<file path="config.mk">
export PLATFORM = sky130hd
export DESIGN_NAME = irq_status_ctrl
export DESIGN_NICKNAME = d
export VERILOG_FILES = /design/src/rtl/irqc_pkg.sv /design/src/rtl/irqc_event_map.sv /design/src/rtl/irqc_status_bank.sv /design/src/rtl/irqc_line_fsm.sv /design/src/rtl/irq_status_ctrl.sv
export SDC_FILE = /design/constraint.sdc
export NUM_CORES = 1
export LEC_CHECK = 0
export ABC_AREA = 1
export CORE_MARGIN = 4
export CORE_UTILIZATION = 43
export CTS_BUF_LIST = sky130_fd_sc_hd__clkbuf_16
export CTS_CLUSTER_DIAMETER = 200
export DETAILED_ROUTE_END_ITERATION = 6
export HOLD_SLACK_MARGIN = 0.08
export PLACE_DENSITY = 0.86
export SETUP_SLACK_MARGIN = 0.05
export SYNTH_ARGS = -nofsm -noshare
export SYNTH_HDL_FRONTEND = slang
export SYNTH_SLANG_ARGS = --single-unit
</file>
<file path="constraint.sdc">
create_clock -name clk -period 2.4 [get_ports clk]
set_input_delay 0.24 -clock clk [delete_from_list [all_inputs] [get_ports clk]]
set_output_delay 0.24 -clock clk [all_outputs]
set_load 0.01 [all_outputs]
</file>
<file path="src/rtl/irqc_pkg.sv">
package irqc_pkg;

    localparam int REG_W    = 32;
    localparam int GRP_W    = 8;
    localparam int BIT_BUS  = 0;
    localparam int BIT_GINV = 1;
    localparam int DONE_LSB = 8;
    localparam int INV_LSB  = 16;
    localparam int UDR_LSB  = 24;

    typedef enum logic [1:0] {
        RA_RAW    = 2'd0,
        RA_ENSTAT = 2'd1,
        RA_MSET   = 2'd2,
        RA_MCLR   = 2'd3
    } reg_addr_e;

    typedef enum logic {
        LINE_QUIET  = 1'b0,
        LINE_RAISED = 1'b1
    } line_state_e;

    // Mask of implemented bit positions for a given number of contexts.
    function automatic logic [REG_W-1:0] implemented_bits(input int nctx);
        logic [REG_W-1:0] m;
        m = '0;
        m[BIT_BUS]  = 1'b1;
        m[BIT_GINV] = 1'b1;
        for (int c = 0; c < nctx; c++) begin
            m[DONE_LSB + c] = 1'b1;
            m[INV_LSB + c]  = 1'b1;
            m[UDR_LSB + c]  = 1'b1;
        end
        return m;
    endfunction

endpackage

</file>
<file path="src/rtl/irqc_event_map.sv">
module irqc_event_map
    import irqc_pkg::*;
#(
    parameter int NCTX = 4
) (
    input  logic             ev_bus_err,
    input  logic             ev_glob_inv,
    input  logic [NCTX-1:0]  ev_done,
    input  logic [NCTX-1:0]  ev_inv,
    input  logic [NCTX-1:0]  ev_udr,
    output logic [REG_W-1:0] ev_vec
);

    // Place each pulse at its fixed bit position in the status word.
    always_comb begin
        ev_vec           = '0;
        ev_vec[BIT_BUS]  = ev_bus_err;
        ev_vec[BIT_GINV] = ev_glob_inv;
        for (int c = 0; c < NCTX; c++) begin
            ev_vec[DONE_LSB + c] = ev_done[c];
            ev_vec[INV_LSB + c]  = ev_inv[c];
            ev_vec[UDR_LSB + c]  = ev_udr[c];
        end
    end

endmodule

</file>
<file path="src/rtl/irqc_status_bank.sv">
module irqc_status_bank
    import irqc_pkg::*;
#(
    parameter int NCTX = 4
) (
    input  logic             clk,
    input  logic             rst_n,
    input  logic [REG_W-1:0] ev_vec,
    input  logic             we,
    input  reg_addr_e        addr,
    input  logic [REG_W-1:0] wdata,
    output logic [REG_W-1:0] raw_q,
    output logic [REG_W-1:0] mask_q
);

    localparam logic [REG_W-1:0] IMPL = implemented_bits(NCTX);

    logic             wr_raw, wr_enstat, wr_mset, wr_mclr;
    logic [REG_W-1:0] wd_impl;
    logic [REG_W-1:0] raw_d, mask_d;

    assign wd_impl   = wdata & IMPL;
    assign wr_raw    = we && (addr == RA_RAW);
    assign wr_enstat = we && (addr == RA_ENSTAT);
    assign wr_mset   = we && (addr == RA_MSET);
    assign wr_mclr   = we && (addr == RA_MCLR);

    // Clear first, then OR in events and injections, so an event wins a collision.
    always_comb begin
        raw_d = raw_q;
        if (wr_enstat) raw_d = raw_d & ~wd_impl;
        if (wr_raw)    raw_d = raw_d | wd_impl;
        raw_d = raw_d | (ev_vec & IMPL);
    end

    always_comb begin
        mask_d = mask_q;
        if (wr_mset) mask_d = mask_q | wd_impl;
        if (wr_mclr) mask_d = mask_q & ~wd_impl;
    end

    always_ff @(posedge clk or negedge rst_n) begin
        if (!rst_n) begin
            raw_q  <= '0;
            mask_q <= '0;
        end else begin
            raw_q  <= raw_d;
            mask_q <= mask_d;
        end
    end

    AST_EVT_LATCH: assert property (@(posedge clk) disable iff (!rst_n)
        ((ev_vec & IMPL) != '0) |=> ((raw_q & $past(ev_vec & IMPL)) == $past(ev_vec & IMPL)));
    AST_EVT_WINS: assert property (@(posedge clk) disable iff (!rst_n)
        (wr_enstat && ((ev_vec & wdata & IMPL) != '0)) |=> ((raw_q & $past(ev_vec & wdata & IMPL)) != '0));
    AST_W1S_RAW: assert property (@(posedge clk) disable iff (!rst_n)
        wr_raw |=> ((raw_q & $past(wdata & IMPL)) == $past(wdata & IMPL)));
    AST_W1C_RAW: assert property (@(posedge clk) disable iff (!rst_n)
        wr_enstat |=> ((raw_q & $past(wdata & ~ev_vec & IMPL)) == '0));
    AST_MASK_SET: assert property (@(posedge clk) disable iff (!rst_n)
        wr_mset |=> ((mask_q & $past(wdata & IMPL)) == $past(wdata & IMPL)));
    AST_MASK_CLR: assert property (@(posedge clk) disable iff (!rst_n)
        wr_mclr |=> ((mask_q & $past(wdata & IMPL)) == '0));
    AST_RSV_ZERO: assert property (@(posedge clk) disable iff (!rst_n)
        (((raw_q | mask_q) & ~IMPL) == '0));

endmodule

</file>
<file path="src/rtl/irqc_line_fsm.sv">
module irqc_line_fsm
    import irqc_pkg::*;
(
    input  logic clk,
    input  logic rst_n,
    input  logic pending,
    output logic irq_o
);

    line_state_e state_q, state_d;

    always_ff @(posedge clk or negedge rst_n) begin
        if (!rst_n) state_q <= LINE_QUIET;
        else        state_q <= state_d;
    end

    always_comb begin
        state_d = state_q;
        unique case (state_q)
            LINE_QUIET:  if (pending)  state_d = LINE_RAISED;
            LINE_RAISED: if (!pending) state_d = LINE_QUIET;
            default:     state_d = LINE_QUIET;
        endcase
    end

    always_comb begin
        irq_o = (state_q == LINE_RAISED);
    end

    AST_LINE_UP: assert property (@(posedge clk) disable iff (!rst_n)
        pending |=> irq_o);
    AST_LINE_DN: assert property (@(posedge clk) disable iff (!rst_n)
        !pending |=> !irq_o);

endmodule

</file>
<file path="src/rtl/irq_status_ctrl.sv">
module irq_status_ctrl
    import irqc_pkg::*;
#(
    parameter int NCTX = 4
) (
    input  logic              clk,
    input  logic              rst_n,
    input  logic              reg_we,
    input  logic [1:0]        reg_addr,
    input  logic [31:0]       reg_wdata,
    output logic [31:0]       reg_rdata,
    input  logic              ev_bus_err,
    input  logic              ev_glob_inv,
    input  logic [NCTX-1:0]   ev_done,
    input  logic [NCTX-1:0]   ev_inv,
    input  logic [NCTX-1:0]   ev_udr,
    output logic              irq_o
);

    logic [REG_W-1:0] ev_vec, raw_q, mask_q, en_stat;
    reg_addr_e        addr_e;

    assign addr_e  = reg_addr_e'(reg_addr);
    assign en_stat = raw_q & mask_q;

    irqc_event_map #(.NCTX(NCTX)) u_map (
        .ev_bus_err  (ev_bus_err),
        .ev_glob_inv (ev_glob_inv),
        .ev_done     (ev_done),
        .ev_inv      (ev_inv),
        .ev_udr      (ev_udr),
        .ev_vec      (ev_vec)
    );

    irqc_status_bank #(.NCTX(NCTX)) u_bank (
        .clk    (clk),
        .rst_n  (rst_n),
        .ev_vec (ev_vec),
        .we     (reg_we),
        .addr   (addr_e),
        .wdata  (reg_wdata),
        .raw_q  (raw_q),
        .mask_q (mask_q)
    );

    irqc_line_fsm u_line (
        .clk     (clk),
        .rst_n   (rst_n),
        .pending (|en_stat),
        .irq_o   (irq_o)
    );

    always_comb begin
        unique case (addr_e)
            RA_RAW:    reg_rdata = raw_q;
            RA_ENSTAT: reg_rdata = en_stat;
            RA_MSET:   reg_rdata = mask_q;
            RA_MCLR:   reg_rdata = mask_q;
            default:   reg_rdata = '0;
        endcase
    end

    AST_ENSTAT_SUBSET: assert property (@(posedge clk) disable iff (!rst_n)
        (addr_e == RA_ENSTAT) |-> ((reg_rdata & ~mask_q) == '0));

endmodule

</file>
==> qor.csv, run 1 <==
metric,value,unit
status,"finished, final reports clean",
combinational share of power,22.6,%
CTS tree,done,
post-route DRC violation count,0,
ANT cells,0,
Main synth FF type,dfrtp_1,
crit-path max FO,16,
fraction of registers with async set/reset,100,%
Worst Setup SP,reg_addr[1],
CTS Buffer Depth,2,
most instantiated cells after synthesis,"47 x nand2_1, 45 x nor2_1, 31 x nand3_1, 29 x dfrtp_1, 28 x inv_1",
Core Rows,22,
post-synth top area cell,dfrtp_1,
Yosys reg bits,29,
leakage,1.13,nW
1st-iter DRT viols,97,
area post-placement,2150,sq um
ANT nets after route,0,
largest family of logic cells by synthesized area,simple AND/OR/NAND/NOR gates,
Final HPWL DP,2890,microns
DR WL/cell,11.6,microns
Max-Cap Viols,0,
Syn Area/Cell,7.11,sq um
die area,5040,sq um
Final Skew,0.00570,ns
"EDFF count, synth",0,
htree depth,2,
Cells after Synth,240,
DR vias/cell,4.60,
Final Hold Vio Count,0,
adder-cell share of the synthesized area,0,%
setup TNS,0,ns
dpl cells,331,
Final Util,61.3,%
num ports,84,
kind of critical path,in2out,
Clock Sinks,29,
largest net degree at the start of global routing,30,
clock power share,39.4,%
sw frac,27.5,%
slowest CP cell,clkdlybuf4s50_1,
final setup vio count,0,
die height,71.0,microns
Synth top area share,42.6,%
power share of the sequential group,38.0,%
largest cells by area after synthesis,"dfrtp_1 43%, nand2_1 10%, nor2_1 9.9%, buf_4 9.7%, nand3_1 9.1%",
CP peak stage delay,0.55,ns
CP arrival,1.83,ns
register area share after synthesis,42.6,%
Slew Limit Fails,0,
net load switching power,0.000412,W
grt total ovfl,0,
fin crit period,2.07,ns
Initial Util,45.6,%
Finished Layout Cells,339,
Synth Area in Compound Gates,8.22,%
vias in the first global route,1462,
setup bufs post-CTS,0,
r2r startpoint,u_bank.raw_q[24],
die width,71.0,microns
GRT Total Usage,16.4,%
core area,3740,sq um
later-pin clock latency in the skew report,0.28,ns
internal power,0.00109,W
CTS root buf,clkbuf_16,
"Hold-fix buffers, CTS",0,
post-CTS sizing,0,
Crit. End Element,output port,
fin area,2290,sq um
I/O Buffers,47,
post-synthesis simple-gate area fraction,31.5,%
Crit path required time,2.16,ns
synth-to-layout area growth,34.6,%
routed vias,1558,
number of antenna violations at the first check in global routing,0,
Synth cell types,16,
highest clock rate,483,MHz
first-pass GRT wire length,6440,microns
clk slew on worst S/H paths,0.05,ns
Tightest Hold Check Type,in2async,
peak supply drop,0.360,mV
Mapped Area,1710,sq um
share of cells above drive strength 1,6.19,%
Ys Warns,0,
Post-Route WL,3930,microns
Num CTS Buffers,5,
CP Launch Type,primary input,
Nets,341,
Post-Synth XOR/XNOR Area,0,%
GP Congestion,0.742,
period utilization,86.3,%
most common cell in the synthesized netlist,nand2_1,
mux contribution to synthesized area,0,%
first drt pass iteration count,4,
PD cells,653,nW/um^2
RSZ-0062 raised after global routing,false,
cells along the critical path,clkdlybuf4s50_1 > buf_4 > nor2_1 > nor2_1 > clkdlybuf4s50_1,
per-layer routing:
metal	share of wire, %	track usage, %
met5	0	0
met4	1.1	6.26
met3	7.5	6.11
met2	50	28.9
met1	41	17.9
final cells by class:
cell class                 instances  area (sq um)
clock buffer                       5           125
clock inverter                     3          17.5
timing repair buffer              53           515
sequential                        29           726
tap                               48          60.1
fill                             371          1450
multi-input combinational        173           746
inverter                          28           105
stage by stage:
step	hold WS (ns)	power [W]	worst slack, ns
CTS	0.355	0.00151	0.327
global route	0.387	0.00158	0.245
detailed placement	0.494	0.000918	0.331
floorplan	-0.0556	0.000760	1.17
global placement	0.487	0.000909	0.351
finish	0.349	0.00150	0.329
cell families (layout without fill, tap and decap cells):
family                 after synthesis  count (layout)
AND/OR/NAND/NOR                    127             127
buffers and inverters               55              89
flip-flops                          29              29
AO/OA/AOI/OAI                       28              28
other                                1              18
power by group through the flow:
| stage | combinational, W | sequential, W | clock (W) |
|---|---|---|---|
| 6_report | 0.000339 | 0.000569 | 0.000590 |
| 5_1_grt | 0.000377 | 0.000575 | 0.000628 |
| 4_1_cts | 0.000343 | 0.000569 | 0.000601 |
| 3_5_place_dp | 0.000341 | 0.000577 | 0 |
| 3_3_place_gp | 0.000336 | 0.000573 | 0 |
| 2_1_floorplan | 0.000192 | 0.000568 | 0 |
cells in the final DEF (no fill, tap or decap):
cell type	netlist	layout
nor2_1	45	45
clkinvlp_4	0	1
inv_1	28	28
or2_4	1	1
nand3_1	31	31
dfrtp_1	29	29
o21ai_1	10	10
buf_4	22	6
clkinv_2	0	2
nor2_4	1	1
nand2_4	1	1
o21ai_0	18	18
nor2_2	1	1
clkbuf_16	0	5
conb_1	1	18
clkdlybuf4s50_1	0	47
nand2_1	47	47
worst max-delay path, delay by kind of cell:
kind          cells  cell delay, ns
buf+inv           3            1.36
simple gates      2            0.22
path summary, 6_finish.rpt:
kind                       depth (start not counted)  slack [ns]               to
max in group asynchronous                          2        1.78        async pin
setup / recovery                                   5        0.33    reg_rdata[24]
setup reg to reg                                   4        1.52     u_line.irq_o
hold reg to reg                                    2        0.51  u_bank.raw_q[0]
hold / removal                                     2        0.35  u_bank.raw_q[1]
min in group clk                                   2        0.51  u_bank.raw_q[0]
Power figures use the tool's default switching activity.
==> run 2, diff against run 1 <==
--- a/config.mk
+++ b/config.mk
@@ -8,10 +8,11 @@
 export ABC_AREA = 1
 export CORE_MARGIN = 4
-export CORE_UTILIZATION = 43
+export CORE_UTILIZATION = 60
 export CTS_BUF_LIST = sky130_fd_sc_hd__clkbuf_16
 export CTS_CLUSTER_DIAMETER = 200
 export DETAILED_ROUTE_END_ITERATION = 6
+export DONT_BUFFER_PORTS = 1
 export HOLD_SLACK_MARGIN = 0.08
-export PLACE_DENSITY = 0.86
+export PLACE_DENSITY = 0.73
 export SETUP_SLACK_MARGIN = 0.05
 export SYNTH_ARGS = -nofsm -noshare
==> constraint.sdc (replaced) <==
create_clock -name clk -period 2.4 [get_ports clk]
set_input_delay 0.48 -clock clk [delete_from_list [all_inputs] [get_ports clk]]
set_output_delay 0.48 -clock clk [all_outputs]
set_load 0.01 [all_outputs]
==> qor.csv, run 2 (synthesis results as in run 1) <==
metric,value,unit
Final HPWL DP,2510,microns
ANT nets after route,0,
Slew Limit Fails,0,
kind of critical path,in2out,
Tightest Hold Check Type,in2reg,
routed vias,1418,
number of antenna violations at the first check in global routing,0,
CP bufs+invs,1,
worst-case reg-to-reg path depth,4,
post-route DRC violation count,0,
area post-placement,1630,sq um
largest net degree at the start of global routing,30,
first drt pass iteration count,4,
crit-path max FO,17,
share of cells above drive strength 1,4.98,%
Nets,292,
r2r startpoint,u_bank.raw_q[19],
worst slew pin tran,0.645,ns
fin area,1790,sq um
CP Launch Type,primary input,
period utilization,71.6,%
CP peak stage delay,0.24,ns
CP top delay family,simple AND/OR/NAND/NOR gates,
CTS root buf,clkbuf_16,
DR WL/cell,13.5,microns
Crit. End Element,output port,
RSZ-0062 raised after global routing,false,
later-pin clock latency in the skew report,0.26,ns
fin crit period,1.72,ns
setup TNS,0,ns
"commonest cells after routing, fill and taps aside","47 x nand2_1, 45 x nor2_1, 31 x nand3_1, 29 x inv_1, 29 x dfrtp_1",
Crit path required time,1.92,ns
die height,61.3,microns
Relative slew margins,57.0,%
I/O Buffers,0,
core area,2730,sq um
num ports,84,
Critical path destination,reg_rdata[18],
die width,61.3,microns
Core Rows,19,
CTS Buffer Depth,2,
Worst Setup SP,reg_addr[1],
GRT Total Usage,21.3,%
peak supply drop,0.573,mV
die area,3760,sq um
first-pass GRT wire length,5760,microns
Final Skew,0.00289,ns
PD cells,739,nW/um^2
Max-Cap Viols,0,
Worst R2R Setup Slack,1.49,ns
ANT cells,0,
CP arrival,1.24,ns
GP Congestion,0.735,
Initial Util,62.4,%
leakage,0.936,nW
final setup vio count,0,
R2R Path End,u_line.irq_o,
"commonest non-fill, non-tap cell in the layout",nand2_1,
grt total ovfl,0,
setup bufs post-CTS,0,
vias in the first global route,1280,
Final Hold Vio Count,0,
Clock Sinks,29,
status,"finished, final reports clean",
synth-to-layout area growth,5.14,%
Post-Route WL,3660,microns
highest clock rate,582,MHz
Num CTS Buffers,5,
fill count,256,
cells along the critical path,nor2_4 > buf_4 > nor2_1 > nor2_1,
1st-iter DRT viols,56,
slowest CP cell,nor2_4,
htree depth,2,
CTS tree,done,
DR vias/cell,5.21,
Worst path depth,4,
CP dominant cell by count,nor2_1,
clk slew on worst S/H paths,0.05,ns
## run 2: changes by cell type in the layout (fill, tap and decap cells not counted), sizes merged
| cell | previous run | this run |
|---|---|---|
| buf | 6 | 3 |
| clkdlybuf4s50 | 47 | 0 |
| inv | 28 | 29 |
| dlygate4sd3 | 0 | 1 |
| clkinv | 2 | 1 |
| clkinvlp | 1 | 0 |
## run 2: worst min path at each step
stage                     depth (start not counted)          endpoint        from
final                                             2   u_bank.raw_q[9]  ev_done[1]
after global placement                            0  u_bank.raw_q[10]       rst_n
after global routing                              2  u_bank.raw_q[26]   ev_udr[2]
after detailed placement                          0  u_bank.raw_q[10]       rst_n
after CTS                                         2   u_bank.raw_q[9]  ev_done[1]
after floorplan                                   0         async pin       rst_n
## run 2: layout make-up
class | instances | area [sq um] | share of cell area, %
repair buffers | 4 | 45.0 | 2.51
well taps | 31 | 38.8 | 2.16
inverters | 28 | 105 | 5.86
clock buffers | 5 | 125 | 6.98
flip-flops and latches | 29 | 726 | 40.5
multi-input cells | 173 | 746 | 41.6
clock inverters | 2 | 7.51 | 0.419
## run 2: stage by stage
stage,instances,utilization [%],power (W),setup slack [ns],hold slack (ns)
floorplan,257,-,0.000760,0.687,0.184
global placement,263,59.6,0.000759,0.705,0.185
detailed placement,263,59.6,0.000766,0.698,0.185
CTS,272,65.6,0.00134,0.686,0.320
global route,272,65.6,0.00140,0.615,0.320
finish,272,65.6,0.00132,0.681,0.326
## run 2: where the power goes
group | switching, W | internal [W]
Clock | 0.000185 | 0.000368
Combinational | 0.000136 | 0.0000663
Sequential | 0.0000337 | 0.000536
Total | 0.000354 | 0.000970
## run 2: layer usage
layer | vias up | routed length [microns] | global-route usage, %
li1 | 711 | - | -
met1 | 656 | 1560 | 25.9
met3 | 2 | 297 | 9.01
met4 | 0 | 19 | 7.43
met2 | 49 | 1790 | 34.0
met5 | - | 0 | 0
## run 2: what timing repair did
item | 4_1_cts | 5_1_grt
hold buffers | 2 | 0
endpoints found under the setup margin | 0 | 0
endpoints found under the hold margin | 29 | 0
gates resized for setup | 0 | 0
==> run 3, diff against run 2 <==
- CORE_UTILIZATION: 60 -> 56
- PLACE_DENSITY: 0.73 -> 0.71
- clock period: 2.4 -> 1.5 ns (I/O delays scaled with it)
==> qor.csv, run 3 (synthesis results as in run 1) <==
metric,value,unit
ANT nets after route,0,
CP peak stage delay,0.38,ns
Finished Layout Cells,275,
Pwr Total,0.00214,W
Initial Util,60.3,%
1st-iter DRT viols,82,
slowest CP cell,dfrtp_1,
I/O Buffers,0,
"commonest non-fill, non-tap cell in the layout",nand2_1,
highest metal used,met4,
post-CTS sizing,0,
status,"finished, final reports clean",
CTS root buf,clkbuf_16,
DR WL met3,278,microns
first drt pass iteration count,4,
Final HPWL DP,2550,microns
die height,63.2,microns
Max-Cap Viols,0,
CP Launch Type,flip-flop,
CP arrival,0.92,ns
synth-to-layout area growth,6.24,%
core area,2830,sq um
Post-Route WL,3720,microns
vias in the first global route,1352,
DRT met1 WL,1630,microns
die width,63.2,microns
Tightest Hold Check Type,in2reg,
Crit. End Element,output port,
grt total ovfl,0,
clk slew on worst S/H paths,0.05,ns
pre-CTS WS,0.293,ns
DR vias/cell,5.23,
CP dominant cell by count,nor2_1,
Nets,294,
post-route DRC violation count,0,
share of cells above drive strength 1,5.74,%
num ports,84,
setup TNS,0,ns
cells along the critical path,nor2_1 > nor2_1,
setup bufs post-CTS,0,
Final Skew,0.00446,ns
number of antenna violations at the first check in global routing,0,
later-pin clock latency in the skew report,0.27,ns
kind of critical path,reg2out,
highest clock rate,821,MHz
GP Congestion,0.745,
Core Rows,19,
fin worst setup slack,0.282,ns
leakage,0.956,nW
"commonest cells after routing, fill and taps aside","47 x nand2_1, 45 x nor2_1, 31 x inv_1, 31 x nand3_1, 29 x dfrtp_1",
period utilization,81.2,%
CTS tree,done,
Clock Sinks,29,
peak supply drop,0.949,mV
Crit path required time,1.20,ns
PD cells,1180,nW/um^2
DR WL/cell,13.5,microns
routed vias,1437,
CTS Buffer Depth,2,
Slew Limit Fails,0,
GRT Total Usage,20.4,%
first-pass GRT wire length,6350,microns
met2 routed WL,1780,microns
Num CTS Buffers,5,
largest net degree at the start of global routing,30,
fin crit period,1.22,ns
final setup vio count,0,
Final Hold Vio Count,0,
htree depth,2,
RSZ-0062 raised after global routing,false,
crit-path max FO,3,
"Hold-fix buffers, CTS",2,
ANT cells,0,
dpl cells,265,
die area,3990,sq um
## run 3: changes by cell type in the layout (fill, tap and decap cells not counted)
cell / before / now
inv_1: 29 / 31
clkinv_1: 1 / 0
buf_4: 2 / 4
## run 3: final timing paths
| check | from | end | slack [ns] | depth (start not counted) |
|---|---|---|---|---|
| hold reg to reg | u_bank.raw_q[16] | u_bank.raw_q[16] | 0.51 | 2 |
| hold / removal | ev_done[0] | u_bank.raw_q[8] | 0.15 | 2 |
| setup reg to reg | u_bank.raw_q[19] | u_line.irq_o | 0.61 | 4 |
| min in group asynchronous | rst_n | u_bank.raw_q[1] | 0.47 | 2 |
| setup / recovery | u_bank.raw_q[18] | reg_rdata[18] | 0.28 | 2 |
| max in group asynchronous | rst_n | u_bank.raw_q[24] | 0.87 | 2 |
## run 3: routing by layer
layer | GRT usage [%] | vias to the layer above
met5 | 0 | -
met1 | 25.1 | 659
met4 | 6.20 | 0
met2 | 33.9 | 55
met3 | 6.57 | 4
li1 | - | 719
## run 3: metrics by stage
| step | utilization [%] | hold slack (ns) | area [sq um] |
|---|---|---|---|
| after floorplan | - | 0.00441 | 1770 |
| after global placement | 58.2 | 0.00521 | 1650 |
| after detailed placement | 58.2 | 0.00521 | 1650 |
| after CTS | 64.0 | 0.144 | 1810 |
| after global routing | 64.0 | 0.145 | 1810 |
| final | 64.0 | 0.149 | 1810 |
## run 3: where the power goes
| group | internal [W] | total [W] | switching, W | leakage [nW] |
|---|---|---|---|---|
| clock | 0.000593 | 0.000899 | 0.000307 | 0.0776 |
| sequential | 0.000858 | 0.000911 | 0.0000528 | 0.311 |
| combinational | 0.000109 | 0.000326 | 0.000217 | 0.567 |
| total | 0.00156 | 0.00214 | 0.000577 | 0.956 |
## run 3: layout make-up
cell class | count | area (sq um)
Clock inverter | 3 | 11.3
Multi-Input combinational cell | 173 | 746
Fill cell | 252 | 1020
Sequential cell | 29 | 726
Timing Repair Buffer | 6 | 60.1
Inverter | 28 | 105
Clock buffer | 5 | 125
Tap cell | 31 | 38.8
## run 3: critical path: cells and delay by family, from the launching register on
| kind | cells | cell delay (ns) |
|---|---|---|
| flip-flops | 1 | 0.38 |
| AND/OR/NAND/NOR | 2 | 0.27 |
